### src/rtl/hsu_pkg.sv
package hsu_pkg;

    localparam int unsigned ADDR_W = 5;

    localparam logic [ADDR_W-1:0] OFS_DATA  = 5'h00;
    localparam logic [ADDR_W-1:0] OFS_LEVEL = 5'h04;
    localparam logic [ADDR_W-1:0] OFS_CAUSE = 5'h08;
    localparam logic [ADDR_W-1:0] OFS_CTRL  = 5'h0C;
    localparam logic [ADDR_W-1:0] OFS_RATE  = 5'h10;

    typedef enum logic [1:0] {
        T_IDLE    = 2'd0,
        T_COUNT   = 2'd1,
        T_EXPIRED = 2'd2
    } tmo_state_e;

    // receive trigger level in bytes
    function automatic logic [7:0] rx_thresh(input logic [2:0] code);
        case (code)
            3'd0:    rx_thresh = 8'd1;
            3'd1:    rx_thresh = 8'd4;
            3'd2:    rx_thresh = 8'd8;
            3'd3:    rx_thresh = 8'd16;
            3'd4:    rx_thresh = 8'd32;
            default: rx_thresh = 8'd48;
        endcase
    endfunction

    // transmit trigger: bytes remaining
    function automatic logic [7:0] tx_thresh(input logic [1:0] code);
        case (code)
            2'd0:    tx_thresh = 8'd0;
            2'd1:    tx_thresh = 8'd4;
            2'd2:    tx_thresh = 8'd8;
            default: tx_thresh = 8'd16;
        endcase
    endfunction

    // inactivity limit in character times, 0 = off
    function automatic logic [4:0] tmo_chars(input logic [1:0] code);
        case (code)
            2'd0:    tmo_chars = 5'd0;
            2'd1:    tmo_chars = 5'd4;
            2'd2:    tmo_chars = 5'd8;
            default: tmo_chars = 5'd16;
        endcase
    endfunction

endpackage

### src/rtl/hsu_fifo.sv
module hsu_fifo #(
    parameter int unsigned W     = 8,
    parameter int unsigned DEPTH = 64,
    localparam int unsigned CNT_W = $clog2(DEPTH + 1),
    localparam int unsigned PTR_W = $clog2(DEPTH)
) (
    input  logic             clk,
    input  logic             rst_n,
    input  logic             push,
    input  logic [W-1:0]     din,
    input  logic             pop,
    output logic [W-1:0]     dout,
    output logic [CNT_W-1:0] count,
    output logic             full,
    output logic             empty
);

    logic [W-1:0]     mem [DEPTH];
    logic [PTR_W-1:0] wr_ptr, rd_ptr;
    logic             do_push, do_pop;

    assign full    = (count == CNT_W'(DEPTH));
    assign empty   = (count == '0);
    assign do_push = push && !full;
    assign do_pop  = pop && !empty;
    assign dout    = mem[rd_ptr];

    always_ff @(posedge clk) begin
        if (do_push) mem[wr_ptr] <= din;
    end

    always_ff @(posedge clk or negedge rst_n) begin
        if (!rst_n) begin
            wr_ptr <= '0;
            rd_ptr <= '0;
            count  <= '0;
        end else begin
            if (do_push) wr_ptr <= wr_ptr + PTR_W'(1);
            if (do_pop)  rd_ptr <= rd_ptr + PTR_W'(1);
            case ({do_push, do_pop})
                2'b10:   count <= count + CNT_W'(1);
                2'b01:   count <= count - CNT_W'(1);
                default: count <= count;
            endcase
        end
    end

endmodule

### src/rtl/hsu_rx_timer.sv
module hsu_rx_timer
    import hsu_pkg::*;
#(
    parameter int unsigned CW = 5
) (
    input  logic          clk,
    input  logic          rst_n,
    input  logic          has_data,
    input  logic          activity,
    input  logic          tick,
    input  logic [CW-1:0] limit,
    output logic          expired
);

    tmo_state_e    st_q, st_d;
    logic [CW-1:0] cnt_q, cnt_d;

    // state register
    always_ff @(posedge clk or negedge rst_n) begin
        if (!rst_n) begin
            st_q  <= T_IDLE;
            cnt_q <= '0;
        end else begin
            st_q  <= st_d;
            cnt_q <= cnt_d;
        end
    end

    // next state
    always_comb begin
        st_d  = st_q;
        cnt_d = cnt_q;
        if (!has_data || limit == '0) begin
            st_d  = T_IDLE;
            cnt_d = '0;
        end else begin
            unique case (st_q)
                T_IDLE: begin
                    st_d  = T_COUNT;
                    cnt_d = '0;
                end
                T_COUNT: begin
                    if (activity) begin
                        cnt_d = '0;
                    end else if (tick) begin
                        if (cnt_q + CW'(1) == limit) begin
                            st_d  = T_EXPIRED;
                            cnt_d = '0;
                        end else begin
                            cnt_d = cnt_q + CW'(1);
                        end
                    end
                end
                T_EXPIRED: begin
                    if (activity) begin
                        st_d  = T_COUNT;
                        cnt_d = '0;
                    end
                end
                default: st_d = T_IDLE;
            endcase
        end
    end

    // outputs
    always_comb begin
        expired = (st_q == T_EXPIRED);
    end

endmodule

### src/rtl/hsu_host_regs.sv
module hsu_host_regs
    import hsu_pkg::*;
#(
    parameter int unsigned DEPTH = 64
) (
    input  logic              clk,
    input  logic              rst_n,
    input  logic              wr_en,
    input  logic              rd_en,
    input  logic [ADDR_W-1:0] addr,
    input  logic [31:0]       wdata,
    output logic [31:0]       rdata,
    output logic [7:0]        tx_byte,
    output logic              tx_avail,
    input  logic              tx_pop,
    input  logic              rx_push,
    input  logic [7:0]        rx_byte,
    input  logic              rx_ferr,
    input  logic              rx_brk,
    input  logic              char_tick,
    output logic              tx_break,
    output logic [7:0]        rate_div,
    output logic              irq
);

    localparam int unsigned CNT_W = $clog2(DEPTH + 1);
    localparam int unsigned RXW   = 10;

    // control fields
    logic [1:0] tx_lvl_q, tmo_sel_q;
    logic [2:0] rx_lvl_q;
    logic       tx_ie_q, rx_ie_q, err_ie_q, brk_q;
    logic [7:0] rate_q;

    // latched causes
    logic txreq_q, fe_q, bk_q, ovr_q;

    // queue wiring
    logic [CNT_W-1:0] tx_cnt, rx_cnt;
    logic             tx_full, tx_empty, rx_full, rx_empty;
    logic [RXW-1:0]   rx_dout;
    logic             wr_data, wr_cause, wr_ctrl, wr_rate, rd_data;
    logic             rx_trig, rx_tmo, rx_take, rx_give;

    logic unused_hi;
    assign unused_hi = ^{wdata[31:18], wdata[2:1]};

    assign wr_data  = wr_en && (addr == OFS_DATA);
    assign wr_cause = wr_en && (addr == OFS_CAUSE);
    assign wr_ctrl  = wr_en && (addr == OFS_CTRL);
    assign wr_rate  = wr_en && (addr == OFS_RATE);
    assign rd_data  = rd_en && (addr == OFS_DATA);

    hsu_fifo #(.W(8), .DEPTH(DEPTH)) u_txq (
        .clk   (clk),
        .rst_n (rst_n),
        .push  (wr_data),
        .din   (wdata[7:0]),
        .pop   (tx_pop),
        .dout  (tx_byte),
        .count (tx_cnt),
        .full  (tx_full),
        .empty (tx_empty)
    );

    hsu_fifo #(.W(RXW), .DEPTH(DEPTH)) u_rxq (
        .clk   (clk),
        .rst_n (rst_n),
        .push  (rx_push),
        .din   ({rx_brk, rx_ferr, rx_byte}),
        .pop   (rd_data),
        .dout  (rx_dout),
        .count (rx_cnt),
        .full  (rx_full),
        .empty (rx_empty)
    );

    assign rx_take = rx_push && !rx_full;
    assign rx_give = rd_data && !rx_empty;

    hsu_rx_timer #(.CW(5)) u_tmo (
        .clk      (clk),
        .rst_n    (rst_n),
        .has_data (!rx_empty),
        .activity (rx_take || rx_give),
        .tick     (char_tick),
        .limit    (tmo_chars(tmo_sel_q)),
        .expired  (rx_tmo)
    );

    assign rx_trig = (rx_cnt >= CNT_W'(rx_thresh(rx_lvl_q)));

    // configuration registers
    always_ff @(posedge clk or negedge rst_n) begin
        if (!rst_n) begin
            tx_lvl_q  <= '0;
            rx_lvl_q  <= '0;
            tx_ie_q   <= 1'b0;
            rx_ie_q   <= 1'b0;
            err_ie_q  <= 1'b0;
            brk_q     <= 1'b0;
            tmo_sel_q <= '0;
            rate_q    <= '0;
        end else begin
            if (wr_ctrl) begin
                tx_lvl_q  <= wdata[1:0];
                rx_lvl_q  <= wdata[4:2];
                tx_ie_q   <= wdata[5];
                rx_ie_q   <= wdata[6];
                err_ie_q  <= wdata[7];
                brk_q     <= wdata[8];
                tmo_sel_q <= wdata[17:16];
            end
            if (wr_rate) rate_q <= wdata[7:0];
        end
    end

    // cause latches: a set in the same cycle wins over a clear
    logic tx_fall;
    assign tx_fall = tx_pop && !tx_empty &&
                     ((tx_cnt - CNT_W'(1)) <= CNT_W'(tx_thresh(tx_lvl_q)));

    always_ff @(posedge clk or negedge rst_n) begin
        if (!rst_n) begin
            txreq_q <= 1'b0;
            fe_q    <= 1'b0;
            bk_q    <= 1'b0;
            ovr_q   <= 1'b0;
        end else begin
            txreq_q <= tx_fall || (wr_cause && wdata[6]) ||
                       (txreq_q && !(wr_cause && wdata[0]));
            fe_q    <= (rx_take && rx_ferr) || (fe_q && !(wr_cause && wdata[3]));
            bk_q    <= (rx_take && rx_brk)  || (bk_q && !(wr_cause && wdata[4]));
            ovr_q   <= (rx_push && rx_full) || (ovr_q && !(wr_cause && wdata[5]));
        end
    end

    // read mux
    always_comb begin
        unique case (addr)
            OFS_DATA:  rdata = rx_empty ? 32'h0000_0100
                             : {21'd0, rx_dout[9], rx_dout[8], 1'b0, rx_dout[7:0]};
            OFS_LEVEL: rdata = {16'd0, 8'(tx_cnt), 8'(rx_cnt)};
            OFS_CAUSE: rdata = {26'd0, ovr_q, bk_q, fe_q, rx_tmo, rx_trig, txreq_q};
            OFS_CTRL:  rdata = {14'd0, tmo_sel_q, 7'd0, brk_q, err_ie_q, rx_ie_q,
                                tx_ie_q, rx_lvl_q, tx_lvl_q};
            OFS_RATE:  rdata = {24'd0, rate_q};
            default:   rdata = 32'd0;
        endcase
    end

    assign tx_avail = !tx_empty;
    assign tx_break = brk_q;
    assign rate_div = rate_q;
    assign irq      = (tx_ie_q && txreq_q) ||
                      (rx_ie_q && (rx_trig || rx_tmo)) ||
                      (err_ie_q && (fe_q || bk_q || ovr_q));

    logic unused_full;
    assign unused_full = tx_full;

endmodule

### config.mk
export PLATFORM = sky130hd
export DESIGN_NAME = hsu_host_regs
export DESIGN_NICKNAME = d
export VERILOG_FILES = /design/src/rtl/hsu_pkg.sv /design/src/rtl/hsu_fifo.sv /design/src/rtl/hsu_rx_timer.sv /design/src/rtl/hsu_host_regs.sv
export SDC_FILE = /design/constraint.sdc
export NUM_CORES = 1
export LEC_CHECK = 0
export ABC_AREA = 1
export BUFFER_PORTS_ARGS = -buffer_cell sky130_fd_sc_hd__buf_2
export CAP_MARGIN = 30
export CORE_MARGIN = 5
export CORE_UTILIZATION = 47
export CTS_CLUSTER_SIZE = 12
export DETAILED_ROUTE_END_ITERATION = 8
export GPL_TIMING_DRIVEN = 1
export PLACE_DENSITY_LB_ADDON = 0.3
export SLEW_MARGIN = 20
export SYNTH_ARGS = -nofsm -noshare
export SYNTH_HDL_FRONTEND = slang
export SYNTH_SLANG_ARGS = --single-unit
export TNS_END_PERCENT = 10
### constraint.sdc
create_clock -name clk -period 4.39 [get_ports clk]
set_clock_uncertainty 0.15 [all_clocks]
set_input_delay 0.878 -clock clk [delete_from_list [all_inputs] [get_ports clk]]
set_output_delay 0.878 -clock clk [all_outputs]
set_load 0.03 [all_outputs]
# Word level (Yosys, flattened, before mapping)

Memory sizes are Yosys's and may differ from the RTL's.
Cells that the tools add are included.

Memories: 2
Bits in registers: 68
RAM bits: 1152
Latch bits: 0
Word-level logic and storage cells: 140
Bits in read-only memories: 0
Input bits: 54
Output and inout bits: 51

Div/mod/pow operators: 0
Reductions and logical operators: 58
Bitwise gates (word level): 0
Multipliers: 0
Order comparisons: 2
Muxes and demuxes: 23
Add/subtract/negate cells: 9
Shift operators: 0
Equality and inequality tests: 26

Memory list:

| name      | depth | width | rd ports | clocked after memory_dff | wr ports | line           | source |
|---|---|---|---|---|---|---|---|
| u_rxq.mem | 64    | 10    | 1        | 0                        | 1        | hsu_fifo.sv:18 | `logic [W-1:0] mem [DEPTH];` |
| u_txq.mem | 64    | 8     | 1        | 0                        | 1        | hsu_fifo.sv:18 |  |

Operators with widths:

| operator                                             | count |
|---|---|
| one-hot mux 18 bit (5 select lines)                  | 1 |
| one-hot mux 5 bit (3 select lines)                   | 3 |
| one-hot mux 6 bit (5 select lines)                   | 1 |
| one-hot mux 7 bit (2 select lines)                   | 2 |
| logical AND 1 bit                                    | 25 |
| 2-to-1 mux 5 bit                                     | 5 |
| adder 6 x 1 -> 6 bit (second input constant)         | 4 |
| adder 7 x 1 -> 7 bit (second input constant)         | 2 |
| equality test 7 bit (second input constant)          | 2 |
| zero test 7 bit                                      | 2 |
| subtractor 7 x 1 -> 7 bit (second input constant)    | 2 |
| logical OR 1 bit                                     | 12 |
| 2-to-1 mux 11 bit                                    | 1 |
| equality test 2 x 1 -> 1 bit (second input constant) | 5 |
| equality test 2 bit (second input constant)          | 5 |
| equality test 5 x 4 -> 1 bit (second input constant) | 2 |
| zero test 5 bit                                      | 2 |
| 2-to-1 mux 2 bit                                     | 5 |
| zero test 1 bit                                      | 8 |
| greater-or-equal comparator 7 bit                    | 1 |
| less-or-equal comparator 7 bit                       | 1 |
| equality test 3 x 2 -> 1 bit (second input constant) | 2 |
| zero test 2 bit                                      | 3 |
| != test 3 x 1 -> 1 bit (second input constant)       | 2 |
| other kinds (16)                                     | 20 |

# Logic depth before layout (Yosys ltp)

Word-level depth: 8
Mapped depth: 17
Mapped depth without buffers: 17

# Cells and area by module

Synthesis repeated with hierarchy kept, for this count alone.

Cell total of the unflattened synthesis: 5084
Area total of the unflattened synthesis: 53324.9 µm²

Modules (own cells, without submodules):

| module           | cells each | sequential area each (µm²) | times used | area each (µm²) |
|---|---|---|---|---|
| hsu_fifo (u_rxq) | 2589       | 19693.9                    | 1          | 28046.9 |
| hsu_fifo (u_txq) | 2114       | 15850.2                    | 1          | 22800.6 |
| hsu_host_regs    | 289        | 575.6                      | 1          | 1906.8 |
| hsu_rx_timer     | 92         | 175.2                      | 1          | 570.5 |

# Worst setup path before layout

Ideal clock, no wire load.

Kind: input -> register
Start point: input port addr[3]
End point: register u_rxq.count[5]
Stages on the path: 16
Library setup time: 0.135 ns
Buffers on the path: 0
Required time: 4.105 ns
Slack: 1.208 ns
Arrival time: 2.898 ns
Cells stage by stage: nor2_1 -> nand3_1 -> clkinv_1 -> nand2_1 -> a21oi_2 -> ha_1 -> ha_1 -> a21oi_1 -> nand2_1 -> nand2_1 -> nand2_1 -> nand2_1 -> nand2_1 -> or2_2 -> nand3_1 -> o21ai_0

Word-level cells in the longest chain between the ends: 5
Elaborated cells between the ends (all ways): 7
Those cells by class: eq/ne: 2; mux: 1; reduce/logical: 4

Ends and longest elaborated chain:

| what                                                                     | line                | source |
|---|---|---|
| start: declaration                                                       | hsu_host_regs.sv:10 | `input logic [ADDR_W-1:0] addr,` |
| zero test 5 bit *                                                        | hsu_host_regs.sv:52 | `assign rd_data = rd_en && (addr == OFS_DATA);` |
| logical AND 1 bit *                                                      | hsu_host_regs.sv:52 |  |
| logical AND 1 bit *                                                      | --                  |  |
| net rx_give                                                              | hsu_host_regs.sv:43 | `logic rx_trig, rx_tmo, rx_take, rx_give;` |
| equality test 2 x 1 -> 1 bit or equality test 2 bit (tied branches)      | hsu_fifo.sv:40      | `case ({do_push, do_pop})` |
| one-hot mux 7 bit (2 select lines) or nonzero test 2 bit (tied branches) | --                  |  |
| end signal: assignment                                                   | hsu_fifo.sv:41      | `2'b10: count <= count + CNT_W'(1);` |
| end signal: assignment                                                   | hsu_fifo.sv:42      | `2'b01: count <= count - CNT_W'(1);` |
| end signal: assignment                                                   | hsu_fifo.sv:43      | `default: count <= count;` |
| end: declaration                                                         | hsu_fifo.sv:13      | `output logic [CNT_W-1:0] count,` |

The timed path passes the listed nets; every way through them passes the cells marked *.
A chain may end at the register's enable or synchronous reset.

# Worst setup path after layout

Start point: register u_rxq.rd_ptr[1]
End point: output port rdata[0]

Word-level cells in the longest chain between the ends: 3

Ends and longest elaborated chain:

| what                                | line                 | source |
|---|---|---|
| start: declaration                  | hsu_fifo.sv:19       | `logic [PTR_W-1:0] wr_ptr, rd_ptr;` |
| start signal: assignment            | hsu_fifo.sv:39       | `if (do_pop) rd_ptr <= rd_ptr + PTR_W'(1);` |
| memory (64 x 10 bit)                | --                   |  |
| 2-to-1 mux 11 bit                   | hsu_host_regs.sv:141 | `OFS_DATA: rdata = rx_empty ? 32'h0000_0100` |
| one-hot mux 18 bit (5 select lines) | hsu_host_regs.sv:140 | `unique case (addr)` |
| end: declaration                    | hsu_host_regs.sv:12  | `output logic [31:0] rdata,` |

Every way passes these cells.

==> results.json <==
{
  "status": "completed",
  "slew_viol_final": 0,
  "wire_per_inst_um": 20.48,
  "worstPathMaxFanout": 85,
  "power.share.clock_pct": 27.9,
  "synth_xor_area_share_pct": 0.5250,
  "cp_top_family": "simple AND/OR/NAND/NOR gates",
  "dr.first_iter.drc_count": 3337,
  "crit_chain": "buf_12 -> nand3_1 -> nand3_1 -> nand2_1 -> nor2_1 -> nand2_1 -> nand3_1 -> nand2_1 -> nand2_1 -> nand2_1 -> buf_2",
  "cts_buffers": 121,
  "cp_common_cell": "nand2_1",
  "hold_violations": 0,
  "grt_pass1_wl_um": 197600,
  "cp.required_ps": 3360,
  "power.density_nw_per_um2": 602.1,
  "p_seq_share_pct": 38.6,
  "synth_warnings": 0,
  "drc_errors": 0,
  "setup_viol": 0,
  "cts_root_buffer": "clkbuf_16",
  "yosysUniqueCellTypes": 48,
  "use_met1_pct": 30.75,
  "die_h_um": 341.7,
  "ff2ff_setup_slack_ps": 1100,
  "synth_seq_cells": 1220,
  "period_share_pct": 97.13,
  "grtUsageMet2_pct": 34.84,
  "p_comb_share_pct": 33.5,
  "min_delay_path_depth": 2,
  "rsz0062_at_grt": "yes",
  "crit_path_top_delay_cell": "dfrtp_4",
  "antenna_found_initial": 1,
  "std_cell_rows": 121,
  "nFillCells": 9159,
  "irDropWorstVdd_mv": 0.7794,
  "avgViaCountPerCell": 5.457,
  "ys.flop_type": "edfxtp_1",
  "area_growth_pct": 13.03,
  "r2r-end": "u_txq.mem[40][7]",
  "whs_endpoint": "tx_break",
  "cts.sinks": 1220,
  "fmax_mhz": 234.5,
  "dr.pass1.iters": 7,
  "holdCritStartpoint": "wdata[8]",
  "synth_edf_count": 1152,
  "switching_share_pct": 37.09,
  "synthAdderAreaFrac_pct": 0.7404,
  "grt_overflow_total": 0,
  "track_usage_pct": 21.86,
  "antenna_left": 0,
  "period_needed_ps": 4264,
  "busiest_layer": "met2",
  "relSlewSlack_pct": 34.14,
  "worstRegToRegCells": 9,
  "syn_inst": 4650,
  "dieArea_um2": 116800,
  "gp_congestion": 0.8970,
  "hold_path_class": "input port to flop",
  "p_leak_nw": 21.96,
  "worst-path-buf-inv": 2,
  "fp.dieW_um": 341.7,
  "synthMuxAreaShare_pct": 0.04113,
  "antenna_cells": 0,
  "start_util_pct": 47.44,
  "netlist_area_um2": 51710,
  "crit_type": "flop to output pin",
  "layout_common_cells": "1152 x edfxtp_1, 1137 x nand2_1, 597 x nor2_1",
  "htree_num_levels": 3,
  "r2r-start": "u_txq.count[0]",
  "grt_pass1_vias": 33110,
  "cp-end-kind": "output pin",
  "num-nets-final": 4909,
  "clk_latency_ps": 740,
  "fin_util_pct": 53.62,
  "clockBufferDepth": 3,
  "post-dp-hpwl_um": 78950,
  "drive_gt1_share_pct": 9.870,
  "p_switching_mw": 13.05,
  "synth_compound_area_share_pct": 6.075,
  "cpPeakStageDelay_ps": 450,
  "synthSimpleGateAreaFrac_pct": 17.65,
  "hold_ws_ps": 230.9,
  "core_area_um2": 109000,
  "synthArstFlopShare_pct": 5.574,
  "avgSynthCellArea_um2": 11.12,
  "pin_count": 105,
  "use_met3_pct": 3.137,
  "path_clk_slew_ps": 60,
  "worstSetupStartpointType": "flop",
  "wl_um": 129600,
  "io_buffers": 68,
  "yosysSeqAreaShare_pct": 70.18,
  "grt_max_degree": 105,
  "synth_top_family_by_area": "simple AND/OR/NAND/NOR gates",
  "vias": 34530,
  "internal_power_mw": 22.14,
  "arrival_ps": 3240,
  "layout_commonest_cell": "edfxtp_1",
  "worst_slew_pin_slew_ps": 988.0,
  "cts_tree": "yes",
  "drv_cap": 0
}
worst reg2reg max path: stages (launching register included):
cell	delay, ps
dfrtp_1	430
inv_1	130
ha_1	220
nor3b_1	160
nand3_1	120
nand3_2	260
nor2_1	300
nand3_1	590
nor2_1	400
buf_4	230
cell usage after synthesis (26+ instances only):
cell type | count | area [µm²]
dfrtp_1 | 68 | 1702
nand2_1 | 1138 | 4272
nand3_1 | 445 | 2227
o211ai_1 | 97 | 728.2
nor2_1 | 599 | 2248
o21ai_0 | 296 | 1481
ha_1 | 29 | 362.9
edfxtp_1 | 1152 | 34590
clkbuf_1 | 100 | 375.4
buf_2 | 98 | 490.5
buf_4 | 31 | 232.7
a21oi_1 | 87 | 435.4
o22ai_1 | 37 | 231.5
o21ai_1 | 26 | 130.1
inv_1 | 302 | 1134
cells by family after synthesis:
group	after synthesis
and+or+nand+nor	2234
buffers and inverters	572
muxes	2
adders and majority gates	30
AOI/OAI and AO/OA	560
other	1
DFF	1220
xor gates and xnor gates	31
flip-flops by register name (all words and copies together), names as in the netlist, 6 cells and up:
name,cells
u_rxq.rd_ptr,6
u_txq.rd_ptr,6
u_rxq.count,7
u_txq.wr_ptr,6
rate_div,8
u_rxq.mem,640
u_txq.count,7
u_rxq.wr_ptr,6
u_txq.mem,512
worst max-delay path by stage:
stage,cells past startpoint,from,endpoint
final,11,u_rxq.rd_ptr[1],rdata[0]
after global routing,10,u_txq.rd_ptr[1],tx_byte[2]
after floorplan,16,addr[3],u_rxq.count[5]
after CTS,12,u_rxq.rd_ptr[1],rdata[0]
after detailed placement,13,u_rxq.rd_ptr[0],rdata[10]
after global placement,14,u_rxq.rd_ptr[0],rdata[6]
layer usage:
layer  vias to the layer above  routed length [µm]
met3                       250                9499
met5                         -                  13
met1                     16660               54190
li1                      16280                   -
met2                      1334               60740
met4                         2                5119
per-stage QoR:
stage	setup slack, ps	power, mW	setup TNS (ps)	std cells	area, µm²
floorplan	1208	21.37	0	4664	51770
global placement	606.2	25.15	0	6103	54460
detailed placement	570.1	25.32	0	6105	54500
CTS	42.06	35.24	0	6325	58360
global route	-25.72	37.02	-80.50	6328	58450
finish	126.0	35.19	0	6328	58450
power by group through the flow:
stage | Clock (mW) | Sequential [mW] | Combinational [mW]
after floorplan | 0 | 13.6 | 7.75
after global placement | 0 | 13.8 | 11.3
after detailed placement | 0 | 13.8 | 11.5
after CTS | 9.97 | 13.6 | 11.7
after global routing | 10.5 | 13.6 | 12.9
final | 9.82 | 13.6 | 11.8
what timing repair did:
| action | in CTS | in global routing |
|---|---|---|
| hold endpoints to repair | 33 | 0 |
| gates cloned | 2 | 0 |
| hold buffers | 1 | 0 |
| endpoints found under the setup margin | 10 | 13 |
| resized for setup | 6 | 9 |
| setup buffers | 5 | 0 |
area by class of cell:
cell class	instances	area, µm²	share of cell area (%)
sequential	1220	36310	62.12
multi-input combinational	2872	13010	22.26
clock buffer	181	3353	5.737
timing repair buffer	298	2412	4.127
tap	1414	1769	3.027
inverter	311	1201	2.055
clock inverter	31	384.1	0.6572
timing repair inverter	1	8.758	0.01498
Note: power is estimated with default switching activity, not from simulation.
